--- src/rtl/scan_sched_pkg.sv ---
package scan_sched_pkg;

  // Interval = BASE_TICKS << shift; shift 0 is the fastest rate.
  localparam int unsigned SHIFT_W       = 4;
  localparam int unsigned MAX_SHIFT     = 8;
  localparam logic [SHIFT_W-1:0] NP_SHIFT0     = 4'd1;
  localparam logic [SHIFT_W-1:0] LP_SHIFT0     = 4'd5;
  localparam logic [SHIFT_W-1:0] DEFAULT_SHIFT = 4'd2;

  typedef struct packed {
    logic               cont;
    logic [SHIFT_W-1:0] shift;
  } rate_sel_t;

  // Override priority: low-power mode, then fast, then the normal code.
  function automatic logic [SHIFT_W-1:0] pick_shift(input logic       lp,
                                                    input logic       fast,
                                                    input logic [1:0] np_code,
                                                    input logic [1:0] lp_code);
    if (lp)        return LP_SHIFT0 + {2'b00, lp_code};
    else if (fast) return '0;
    else           return NP_SHIFT0 + {2'b00, np_code};
  endfunction

  // Continuous scanning applies to normal mode only.
  function automatic logic pick_cont(input logic lp, input logic cont);
    return cont & ~lp;
  endfunction

endpackage

--- src/rtl/rate_select.sv ---
module rate_select
  import scan_sched_pkg::*;
(
  input  logic       lp_mode_i,
  input  logic [1:0] np_code_i,
  input  logic       np_fast_i,
  input  logic       np_cont_i,
  input  logic [1:0] lp_code_i,
  output rate_sel_t  sel_o
);

  always_comb begin
    sel_o.shift = pick_shift(lp_mode_i, np_fast_i, np_code_i, lp_code_i);
    sel_o.cont  = pick_cont(lp_mode_i, np_cont_i);
  end

endmodule

--- src/rtl/interval_timer.sv ---
module interval_timer
  import scan_sched_pkg::*;
#(
  parameter int unsigned BASE_TICKS = 6250,
  localparam int unsigned LONGEST   = BASE_TICKS * (2 ** MAX_SHIFT),
  localparam int unsigned CNT_W     = $clog2(LONGEST + 1)
) (
  input  logic               clk,
  input  logic               rst_n,
  input  logic               hold_i,
  input  logic               restart_i,
  input  logic [SHIFT_W-1:0] next_shift_i,
  output logic               due_o
);

  localparam logic [CNT_W-1:0] CNT_MAX = '1;

  logic [CNT_W-1:0]   cnt_q;
  logic [SHIFT_W-1:0] shift_q;
  logic [CNT_W-1:0]   period;

  // Interval latched at the strobe; a later change waits for the next boundary.
  assign period = CNT_W'(BASE_TICKS) << shift_q;
  assign due_o  = (cnt_q >= period);

  always_ff @(posedge clk or negedge rst_n) begin
    if (!rst_n) begin
      cnt_q   <= CNT_MAX;
      shift_q <= DEFAULT_SHIFT;
    end else begin
      if (restart_i) shift_q <= next_shift_i;
      if (hold_i)                cnt_q <= CNT_MAX;
      else if (restart_i)        cnt_q <= CNT_W'(1);
      else if (cnt_q != CNT_MAX) cnt_q <= cnt_q + CNT_W'(1);
    end
  end

  AST_CNT_SATURATES: assert property (@(posedge clk) disable iff (!rst_n)
    (!hold_i && !restart_i && cnt_q == CNT_MAX) |=> cnt_q == CNT_MAX);

  AST_RESTART_LOADS_ONE: assert property (@(posedge clk) disable iff (!rst_n)
    (restart_i && !hold_i) |=> cnt_q == CNT_W'(1));

endmodule

--- src/rtl/channel_mask.sv ---
module channel_mask #(
  parameter int unsigned NUM_CH = 4
) (
  input  logic              lp_mode_i,
  input  logic [NUM_CH-1:0] en_i,
  input  logic [NUM_CH-1:0] lpen_i,
  output logic [NUM_CH-1:0] mask_o,
  output logic              any_o
);

  for (genvar i = 0; i < NUM_CH; i++) begin : g_ch
    assign mask_o[i] = en_i[i] & (lp_mode_i ? lpen_i[i] : 1'b1);
  end

  assign any_o = |mask_o;

endmodule

--- src/rtl/scan_rate_sched.sv ---
module scan_rate_sched
  import scan_sched_pkg::*;
#(
  parameter int unsigned NUM_CH     = 4,
  parameter int unsigned BASE_TICKS = 6250
) (
  input  logic              clk,
  input  logic              rst_n,
  input  logic              low_power_i,
  input  logic [1:0]        np_rate_i,
  input  logic              np_fast_i,
  input  logic              np_cont_i,
  input  logic [1:0]        lp_rate_i,
  input  logic [NUM_CH-1:0] ch_en_i,
  input  logic [NUM_CH-1:0] ch_lpen_i,
  input  logic              cfg_hold_i,
  input  logic              scan_done_i,
  output logic              scan_start_o,
  output logic [NUM_CH-1:0] scan_mask_o
);

  localparam logic [NUM_CH-1:0] RESET_MASK = '1;

  rate_sel_t         sel;
  logic [NUM_CH-1:0] next_mask;
  logic              mask_any;
  logic              due;
  logic              ready;
  logic              fire;
  logic              busy_q;
  logic              cont_q;
  logic              start_q;
  logic [NUM_CH-1:0] mask_q;

  rate_select i_rate_select (
    .lp_mode_i (low_power_i),
    .np_code_i (np_rate_i),
    .np_fast_i (np_fast_i),
    .np_cont_i (np_cont_i),
    .lp_code_i (lp_rate_i),
    .sel_o     (sel)
  );

  channel_mask #(.NUM_CH(NUM_CH)) i_channel_mask (
    .lp_mode_i (low_power_i),
    .en_i      (ch_en_i),
    .lpen_i    (ch_lpen_i),
    .mask_o    (next_mask),
    .any_o     (mask_any)
  );

  interval_timer #(.BASE_TICKS(BASE_TICKS)) i_interval_timer (
    .clk          (clk),
    .rst_n        (rst_n),
    .hold_i       (cfg_hold_i),
    .restart_i    (fire),
    .next_shift_i (sel.shift),
    .due_o        (due)
  );

  // Continuous scans wait only for the done pulse; timed ones also for the interval.
  assign ready = cont_q | due;
  assign fire  = !cfg_hold_i && !busy_q && mask_any && ready;

  always_ff @(posedge clk or negedge rst_n) begin
    if (!rst_n) begin
      busy_q  <= 1'b0;
      cont_q  <= 1'b0;
      start_q <= 1'b0;
      mask_q  <= RESET_MASK;
    end else begin
      start_q <= fire;
      if (fire) begin
        busy_q <= 1'b1;
        cont_q <= sel.cont;
        mask_q <= next_mask;
      end else if (scan_done_i) begin
        busy_q <= 1'b0;
      end
    end
  end

  assign scan_start_o = start_q;
  assign scan_mask_o  = mask_q;

  AST_HOLD_BLOCKS_START: assert property (@(posedge clk) disable iff (!rst_n)
    cfg_hold_i |=> !scan_start_o);

  AST_NO_BACK_TO_BACK: assert property (@(posedge clk) disable iff (!rst_n)
    scan_start_o |=> !scan_start_o);

  AST_MASK_NONEMPTY: assert property (@(posedge clk) disable iff (!rst_n)
    scan_start_o |-> (scan_mask_o != '0));

  AST_MASK_HELD: assert property (@(posedge clk) disable iff (!rst_n)
    !scan_start_o |-> $stable(scan_mask_o));

  AST_LP_MASK_SUBSET: assert property (@(posedge clk) disable iff (!rst_n)
    (scan_start_o && $past(low_power_i)) |-> ((scan_mask_o & ~$past(ch_lpen_i)) == '0));

endmodule

--- config.mk ---
export PLATFORM = sky130hd
export DESIGN_NAME = scan_rate_sched
export DESIGN_NICKNAME = d
export VERILOG_FILES = /design/src/rtl/scan_sched_pkg.sv /design/src/rtl/rate_select.sv /design/src/rtl/interval_timer.sv /design/src/rtl/channel_mask.sv /design/src/rtl/scan_rate_sched.sv
export SDC_FILE = /design/constraint.sdc
export NUM_CORES = 1
export LEC_CHECK = 0
export ABC_CLOCK_PERIOD_IN_PS = 4000
export BUFFER_PORTS_ARGS = -buffer_cell sky130_fd_sc_hd__buf_2
export CORE_ASPECT_RATIO = 1.4
export CORE_MARGIN = 4
export CORE_UTILIZATION = 40
export CTS_BUF_LIST = sky130_fd_sc_hd__clkbuf_4 sky130_fd_sc_hd__clkbuf_8
export DETAILED_ROUTE_END_ITERATION = 8
export PLACE_DENSITY = 0.65
export RECOVER_POWER = 100
export SYNTH_ARGS = -nofsm -noshare
export SYNTH_HDL_FRONTEND = slang
export SYNTH_SLANG_ARGS = --single-unit
--- constraint.sdc ---
create_clock -name clk -period 4 [get_ports clk]
set_input_delay 0.2 -clock clk [delete_from_list [all_inputs] [get_ports clk]]
set_output_delay 0.2 -clock clk [all_outputs]
set_load 0.02 [all_outputs]
==> qor.txt <==
Crit path max-delay cell type: dfstp_1
Cell taking the most area after synthesis: dfstp_2
DRT iter0 DRCs: 101
Clock network power share: 11.0%
Worst slew margin: -12.9%
Slew Limit Fails: 33
Setup crit end kind: register
FP Rows: 33
LEAKAGE: 1.18 nW
Synthesis-stage register bit count: 32
Critical path class: register to register
Power per cell area: 864 nW/um^2
ANT cells: 0
Final setup violation count: 0
CTS sink count: 32
CP top delay family: simple AND/OR/NAND/NOR gates
Largest family of logic cells by synthesized area: simple AND/OR/NAND/NOR gates
Syn Area/Cell: 8.92 sq um
Final WL: 5530 microns
Die ar.: 7560 sq um
Total power: 2.38 mW
Die width: 74.6 microns
Worst Path Arrival: 3.61 ns
CP max stage delay: 0.63 ns
Root buf cell: clkbuf_8
Synth top area cells: dfstp_2 (27%), ha_1 (15%), dfrtp_1 (6.0%), nand2_1 (5.4%), a21oi_1 (5.0%)
ANT nets after route: 0
Post-synthesis simple-gate area fraction: 19.4%
Starting Density: 41.8%
Critical Path RT: 4.17 ns
GRT Total Usage: 15.9%
Vias per cell: 5.58
Clk slew on worst S/H paths: 0.06 ns
Post-synthesis mux area share: 4.53%
First-pass GRT wire length: 9460 microns
Post-synthesis cell count: 279
Io pins: 24
Initial antenna violation count: 0
Part of the power in registers: 32.2%
Post-Syn Nets: 328
Critical path peak fanout: 19
Post-layout min period: 3.44 ns
Hold Buf Count CTS: 1
Via count: 2074
Synth async-reset ratio: 100%
Final Cycle Share: 86.1%
Number of distinct library cells after synthesis: 47
Post-CTS Repair Setup Buffers: 0
Crit start category: register
I/O Buffers: 23
Xor and xnor area share after synthesis: 4.93%
Drt pass-1 iters: 4
Sequential-to-total area share from yosys stat: 33.5%
Crit path cell chain: ha_1 -> a21oi_1 -> or2_2 -> ha_1 -> nand4_1 -> nor3b_1 -> o221ai_1 -> a31oi_1 -> and2b_4 -> inv_4 -> mux2_2
Top cell by count, worst path: ha_1
Adder-cell share of the synthesized area: 15.1%
Setup_tns: 0 ns
Fillers: 598
CTS H-tree depth: 2
Cell-internal power: 1.28 mW
CTS tree: done
Crit. path cell count: 11
GR Overflow Total: 0
Vias in the first global route: 2044
Dominant synthesized flop cell: dfstp_2
Pin count of the biggest net entering global routing: 33
F_max: 290 MHz
Core ar.: 5950 sq um
Layout area overhead: 10.6%
Sw frac: 46.0%
Post-synth EDFFs: 0
Routability congestion estimate: 0.909
Top cell type's share of synthesized area: 27.5%
Hold Path Class: input pin to register
Clock latency at the later pin of the worst-skew pair: 0.28 ns
Outcome: finished with violations
Die Height: 101 microns
Synthesis Warnings: 0
Count leader, synth: nand2_1
Sw Pwr: 1.09 mW
Fin nets: 350
Reg2reg path depth: 11
Fin. Hold Viols: 0
Final Skew: 0.00563 ns
Post_cts resized: 0
Post-synthesis compound-gate area fraction: 18.9%
Worst slew pin tran: 1.69 ns
Buf/Inv on CP: 1
Routed wire per std cell: 14.9 microns
Worst Hold Depth: 2
Layout cells sized above 1: 21.5%
Detailed Place HPWL: 4260 microns
Failing checks: capacitance limit, slew limit
Unrepaired setup endpoints after global routing: no
CTS buffer count: 5
Drc violations: 0
CTS max path bufs: 2
Max-cap violations: 1
Peak supply drop: 0.382 mV
Synth Cell Area: 2490 sq um
Synth cell count leaders: nand2_1 (36), ha_1 (30), dfstp_2 (26), a21oi_1 (25), nor2_1 (17)
Logic pwr share: 56.8%
[routing by layer]
metal	track usage, %	vias to the layer above	routed length (microns)
met4	6.71	0	146
met3	1.99	10	75
li1	-	1050	-
met5	0	-	0
met2	25.9	22	2800
met1	20.8	992	2510
[power by group through the flow]
stage	clock network (mW)	logic, mW	registers [mW]
after floorplan	0	1.07	0.718
after global placement	0	1.32	0.765
after detailed placement	0	1.36	0.768
after CTS	0.272	1.37	0.765
after global routing	0.284	1.56	0.794
final	0.262	1.35	0.765
[logic make-up after synthesis]
family / after synthesis
buf+inv: 22
compound gates: 75
simple gates: 95
mux: 11
xor+xnor: 14
flops: 32
fa+ha+maj: 30
[flip-flops by register name (all words and copies together), names as in the netlist]
name                      cells
cont_q                        1
scan_mask_o                   4
i_interval_timer.shift_q      4
busy_q                        1
i_interval_timer.cnt_q       21
scan_start_o                  1
[cell usage in the layout (no fill, tap or decap), types with 2 or more instances in the layout]
master	synthesis	layout
buf_2	2	17
mux2_2	2	2
nor3_1	5	5
nor2_1	17	17
inv_1	11	11
dfstp_2	26	25
ha_1	30	30
o21ai_0	15	15
nand4_2	2	2
o211ai_1	4	4
clkbuf_1	6	6
and3_1	5	5
xor2_1	7	7
nor3_2	2	2
xnor2_1	7	7
a21oi_1	25	25
nor4_1	2	2
or3_1	2	2
a21o_1	11	11
mux2i_1	9	9
a211oi_1	3	3
or2_2	5	5
a22oi_1	3	3
clkbuf_8	0	6
nand3_1	8	8
nand2_1	36	36
a31oi_1	3	3
a211o_1	2	2
dfrtp_1	6	6
nand4_1	5	5
[layout make-up]
| type | count | area [sq um] | share of cell area, % |
|---|---|---|---|
| Multi-Input combinational cell | 225 | 1560 | 56.8 |
| Clock inverter | 1 | 7.51 | 0.273 |
| Clock buffer | 7 | 90.1 | 3.28 |
| Sequential cell | 32 | 833 | 30.3 |
| Inverter | 13 | 51.3 | 1.87 |
| Tap cell | 70 | 87.6 | 3.18 |
| Timing Repair Buffer | 24 | 118 | 4.28 |
[metrics by stage]
step	cells	area, sq um	util [%]	worst slack, ns	hold slack [ns]
final	372	2750	46.3	0.557	0.0933
after global routing	372	2750	46.3	0.351	0.129
after CTS	372	2760	46.4	0.657	0.0860
after detailed placement	363	2650	44.6	0.682	0.283
after global placement	363	2650	44.6	0.707	0.276
after floorplan	279	2490	-	1.06	-0.0956
[path summary, 6_finish.rpt]
kind                                              from                     endpoint  slack [ns]
min reg2reg                             scan_mask_o[3]               scan_mask_o[3]        0.47
min                                        scan_done_i                       busy_q        0.09
max reg2reg                i_interval_timer.shift_q[1]  i_interval_timer.shift_q[0]        0.56
min in group asynchronous                        rst_n                 scan_start_o        0.90
max                        i_interval_timer.shift_q[1]  i_interval_timer.shift_q[0]        0.56
max in group asynchronous                        rst_n  i_interval_timer.shift_q[2]        2.12
[worst reg2reg max path, delay by kind of cell, from the launching register on]
kind	cells	cell delay [ns]
mux	1	0.37
flops	1	0.63
simple gates	4	0.86
fa+ha+maj	2	0.68
compound gates	3	0.58
buf+inv	1	0.22
No activity file was read; power rests on OpenSTA's default activity.
